===== config.mk =====
export PLATFORM = sky130hd
export DESIGN_NAME = ecc_err_logger
export DESIGN_NICKNAME = d
export VERILOG_FILES = /design/src/rtl/ecc_err_logger.sv
export SDC_FILE = /design/constraint.sdc
export NUM_CORES = 1
export LEC_CHECK = 0
export ABC_AREA = 0
export BUFFER_PORTS_ARGS = -buffer_cell sky130_fd_sc_hd__clkbuf_2
export CORE_MARGIN = 4
export CORE_UTILIZATION = 40
export CTS_CLUSTER_SIZE = 40
export DETAILED_ROUTE_END_ITERATION = 8
export PLACE_DENSITY_LB_ADDON = 0.3
export RECOVER_POWER = 50
export SYNTH_ARGS = -nofsm -noshare
export SYNTH_HDL_FRONTEND = slang
export SYNTH_SLANG_ARGS = --single-unit

===== constraint.sdc =====
create_clock -name clk -period 1.9 [get_ports clk]
set_clock_uncertainty 0.1 [all_clocks]
set_input_delay 0.095 -clock clk [delete_from_list [all_inputs] [get_ports clk]]
set_output_delay 0.095 -clock clk [all_outputs]
set_load 0.01 [all_outputs]

===== src/rtl/ecc_err_logger.sv =====
module ecc_err_logger (
  input  logic        clk,
  input  logic        pgood_n,
  input  logic        ce_hit,
  input  logic        ue_hit,
  input  logic [2:0]  err_bank,
  input  logic [1:0]  err_rank,
  input  logic [2:0]  err_chunk,
  input  logic [7:0]  err_synd,
  input  logic        err_poison,
  input  logic [15:0] err_col,
  input  logic [15:0] err_row,
  input  logic        clr_corr,
  input  logic        clr_uncorr,
  output logic [31:0] log_word0,
  output logic [31:0] log_word1,
  output logic        sts_corr,
  output logic        sts_uncorr
);
  localparam logic [7:0] POISON_SYND = 8'hFF;

  logic [2:0]  bank_q;
  logic [1:0]  rank_q;
  logic [2:0]  chunk_q;
  logic [7:0]  synd_q;
  logic [15:0] col_q, row_q;

  // status after this cycle's clear pulses
  logic ce_keep, ue_keep, take_ue, take_ce, capture;
  assign ce_keep = sts_corr & ~clr_corr;
  assign ue_keep = sts_uncorr & ~clr_uncorr;
  assign take_ue = ue_hit & ~ue_keep;
  assign take_ce = ce_hit & ~ue_hit & ~ue_keep & ~ce_keep;
  assign capture = take_ue | take_ce;

  always_ff @(posedge clk or negedge pgood_n) begin
    if (!pgood_n) begin
      sts_corr   <= 1'b0;
      sts_uncorr <= 1'b0;
      bank_q     <= '0;
      rank_q     <= '0;
      chunk_q    <= '0;
      synd_q     <= '0;
      col_q      <= '0;
      row_q      <= '0;
    end else begin
      sts_corr   <= ce_keep | take_ce;
      sts_uncorr <= ue_keep | take_ue;
      if (capture) begin
        bank_q  <= err_bank;
        rank_q  <= err_rank;
        chunk_q <= err_chunk;
        synd_q  <= err_poison ? POISON_SYND : err_synd;
        col_q   <= err_col;
        row_q   <= err_row;
      end
    end
  end

  assign log_word0 = {bank_q, rank_q, chunk_q, synd_q, 14'd0, sts_uncorr, sts_corr};
  assign log_word1 = {col_q, row_q};
endmodule



* Word level (Yosys, flattened, before mapping) *
Index checks and enable logic that the tools add are counted.

word-level totals
  flip-flop bits (word level) = 50
  input port bits = 55
  output and inout port bits = 66
  logic and storage cells = 23

operators by class
  mux-type cells = 1
  bitwise gates (word level) = 14

operators with widths
  cell               count
  two-way mux 8 bit  1
  AND 1 bit          6
  inverter 1 bit     5
  bitwise OR 1 bit   3

* Depth between registers and ports, before layout *
  depth in word-level cells = 6
  gate-level depth with buffers = 5

* Worst setup path after synthesis *
OpenSTA, ideal clock, no wires.

  path type = flip-flop to flip-flop
  start point = register sts_corr
  end point = register col_q[10]
  library setup time = 0.128 ns
  arrival = 1.416 ns
  required time = 1.672 ns
  setup slack = 0.256 ns
  stages on the path, launching flop included = 6
  path buffers = 2
  cell sequence = dfrtp_1 nor3b_2 nor3_2 buf_6 buf_6 mux2_1

on the way
  word-level cells in the longest chain between the ends = 4

ends and longest elaborated chain
  item                    RTL line  text
  from (decl)             17        output logic sts_corr,
  from (signal assigned)  47        sts_corr <= ce_keep | take_ce;
  AND 1 bit               30        assign ce_keep = sts_corr & ~clr_corr;
  inverter 1 bit          33        assign take_ce = ce_hit & ~ue_hit & ~ue_keep & ~ce_keep;
  AND 1 bit               33
  bitwise OR 1 bit        34        assign capture = take_ue | take_ce;
  to (signal assigned)    54        col_q <= err_col;
  to (decl)               26        logic [15:0] col_q, row_q;

Every way passes these cells.
A chain may end at the register's enable or synchronous reset.

* Worst setup path after layout *
  start point = register sts_uncorr
  end point = register sts_corr

on the way
  word-level cells in the longest chain between the ends = 5

ends and longest elaborated chain
  item                    RTL line  text
  from (decl)             18        output logic sts_uncorr
  from (signal assigned)  48        sts_uncorr <= ue_keep | take_ue;
  AND 1 bit               31        assign ue_keep = sts_uncorr & ~clr_uncorr;
  inverter 1 bit          33
  AND 1 bit (2 in a row)  33
  bitwise OR 1 bit        47

Every way passes these cells.

==> results by group <==
Timing
  – Max Clock Freq: 578 MHz
  – Slew @ Worst Pin: 0.651 ns
  – Fin. Hold Viols: 0
  – Worst rel slew slack: 56.6%
  – # setup viols final: 0
  – Crit share post-route: 91.1%
  – Unrepaired setup endpoints after global routing: false
  – WHS: 0.0610 ns
  – Min Tclk post-route: 1.73 ns
  – Slew Limit Fails: 0
  – Setup TNS: 0 ns

Synthesis
  – Largest area contributor in the netlist: dfrtp_1
  – Synth async-reset ratio: 100%
  – Area share of the largest cell type after synthesis: 60.6%
  – Yosys cell types: 16
  – Cells after Synth: 145
  – Mean area per synthesized cell: 14.2 sq um
  – Mapped Area: 2070 sq um
  – Yosys reg bits: 50
  – Post-synth EDFFs: 0
  – Dominant synthesized flop cell: dfrtp_1
  – YS warnings: 0
  – Commonest cells in the netlist: dfrtp_1, mux2_2, buf_4, mux2_1, inv_1
  – Most frequent cell after synthesis: dfrtp_1
  – Area contributors post-synth: dfrtp_1, mux2_2, mux2_1
  – Seq/Total Area, Yosys: 60.6%

Floorplan
  – Die Area: 6380 sq um
  – Die X: 79.9 microns
  – FP Rows: 25
  – Initial Util: 42.6%
  – Core box area: 4850 sq um
  – Die H: 79.9 microns
  – IO Pins: 121

Worst hold path
  – Min-Delay Path Depth: 3
  – Hold Crit Start: err_poison
  – Hold crit path type: in -> reg
  – Hold EP: synd_q[1]$_DFFE_PN0P_

Global routing
  – Vias in the first global route: 1713
  – Total GRT Usage: 17.1%
  – Antenna violations before repair: 0
  – Largest net degree at the start of global routing: 28
  – First-pass GRT wire length: 8.42 mm
  – GRT overflow: 0

Place
  – Port bufs: 106
  – DP HPWL: 3.23 mm
  – RePlAce Congestion: 0.673

CTS
  – Inserted Clock Buffers: 5
  – Clock-pin slew on the worst setup and hold paths: 0.09 ns
  – CTS Root Cell: clkbuf_8
  – Setup Buffers After CTS: 0
  – CTS Hold Bufs: 52
  – TritonCTS Sinks: 50
  – Htree depth: 2
  – CTS tree: done
  – Clock Path Buffers: 2
  – Worst skew pair latency: 0.30 ns
  – Post-cts resize count: 0

Setup path
  – Crit end category: flop
  – Required @ worst endpoint: 2.04 ns
  – Reg-to-reg slack, setup: 0.17 ns
  – Startpoint class of the critical path: flop
  – Critical Path Fanout Max: 3
  – RR Endpoint: sts_corr$_DFF_PN0_
  – Arr. time, crit path: 1.87 ns
  – Crit path kind: reg -> reg
  – Reg2reg start: sts_uncorr$_DFF_PN0_
  – Worst R2R Path Depth: 4

Drt
  – First-pass detailed-route iteration total: 4
  – DRC errors left: 0
  – Vias per Instance: 4.30
  – WL final: 5.06 mm
  – Detail Route Antenna Nets: 0
  – WL/cell: 13.6 microns
  – Initial DRC Count: 29
  – DR vias: 1601

Final layout
  – ANT cells: 0
  – Final nets: 359
  – Layout area overhead: 53.0%
  – FILL cells: 413
  – Layout cells sized above 1: 30.5%

Flow run
  – Max cap viols: 0

Pwr
  – Cell Pwr Density: 802 nW/um^2
  – Maximum VDD drop: 0.612 mV
  – Total leakage power: 1.49 nW

Outcome
  – Outcome: finished, final reports clean
## worst max-delay path by stage
stage                    startpoint               endpoint  slack, ns  cells past startpoint
3_5_place_dp   sts_uncorr$_DFF_PN0_  col_q[11]$_DFFE_PN0P_       0.20                      4
3_3_place_gp   sts_uncorr$_DFF_PN0_  col_q[10]$_DFFE_PN0P_       0.23                      4
5_1_grt        sts_uncorr$_DFF_PN0_     sts_corr$_DFF_PN0_       0.08                      4
2_1_floorplan    sts_corr$_DFF_PN0_  col_q[10]$_DFFE_PN0P_       0.26                      5
6_report       sts_uncorr$_DFF_PN0_     sts_corr$_DFF_PN0_       0.17                      4
4_1_cts        sts_uncorr$_DFF_PN0_   col_q[5]$_DFFE_PN0P_       0.17                      4
## state kept, by name (all words and copies together), names as in the netlist
name	count
col_q	16
row_q	16
synd_q	8
bank_q	3
chunk_q	3
rank_q	2
sts_corr	1
sts_uncorr	1
## area by class of cell
| type | instances | area [sq um] | area share, % |
|---|---|---|---|
| inverter | 10 | 37.5 | 1.19 |
| clock inverter | 3 | 21.3 | 0.673 |
| sequential | 50 | 1250 | 39.6 |
| clock buffer | 5 | 68.8 | 2.18 |
| timing repair buffer | 161 | 1030 | 32.7 |
| multi-input combinational | 76 | 664 | 21.0 |
| tap | 67 | 83.8 | 2.65 |
## power by group
| part | switching (W) | internal, W | total, W |
|---|---|---|---|
| registers | 0.0000838 | 0.00122 | 0.00130 |
| logic | 0.000309 | 0.000318 | 0.000627 |
| clock network | 0.000345 | 0.000259 | 0.000604 |
## stage by stage
stage	instances	total power, W	area [sq um]	setup WS, ns	util, %
2_1_floorplan	158	0.00164	2110	0.256	-
3_3_place_gp	312	0.00189	2620	0.230	53.9
3_5_place_dp	312	0.00191	2620	0.196	53.9
4_1_cts	372	0.00261	3230	0.172	66.5
5_1_grt	372	0.00270	3160	0.0839	65.2
6_report	372	0.00254	3160	0.169	65.2
## critical path, cell delays in order (launching register included)
cell,delay (ns)
dfrtp_1,0.40
nor2b_1,0.17
or2_2,0.29
o22ai_1,0.14
dlygate4sd3_1,0.57
## metal layers
layer | vias to the layer above | wire (microns) | share of wire, % | global-route usage (%)
li1 | 763 | - | - | -
met1 | 741 | 1990 | 39 | 20.4
met2 | 88 | 2410 | 48 | 28.1
met3 | 9 | 593 | 12 | 7.34
met4 | 0 | 71 | 1.4 | 5.07
met5 | - | 0 | 0 | 0
## placed cells by master, fill, tap and decap left out
cell type,Yosys,final
clkinv_4,0,1
buf_4,16,1
clkinvlp_4,0,1
inv_1,10,10
or2_2,1,1
nor3_4,0,1
o22ai_1,1,1
conb_1,1,14
mux2_1,15,15
clkinv_2,0,1
nor2b_1,1,1
mux2_2,25,25
clkbuf_2,0,54
clkbuf_8,0,5
buf_12,0,2
clkbuf_1,0,52
dlygate4sd3_1,0,52
nor2_1,9,9
dfrtp_1,50,50
nor3b_2,1,1
mux2i_1,8,8
## logic make-up (layout without fill, tap and decap cells)
kind of cell / Yosys count / in the layout / synth area share [%]
other: 1 / 14 / 0.182
AND/OR/NAND/NOR: 13 / 13 / 3.33
flip-flops: 50 / 50 / 60.6
buffers and inverters: 32 / 179 / 9.93
AO/OA/AOI/OAI: 1 / 1 / 0.303
multiplexers: 48 / 48 / 25.7
Power figures use the tool's default switching activity.
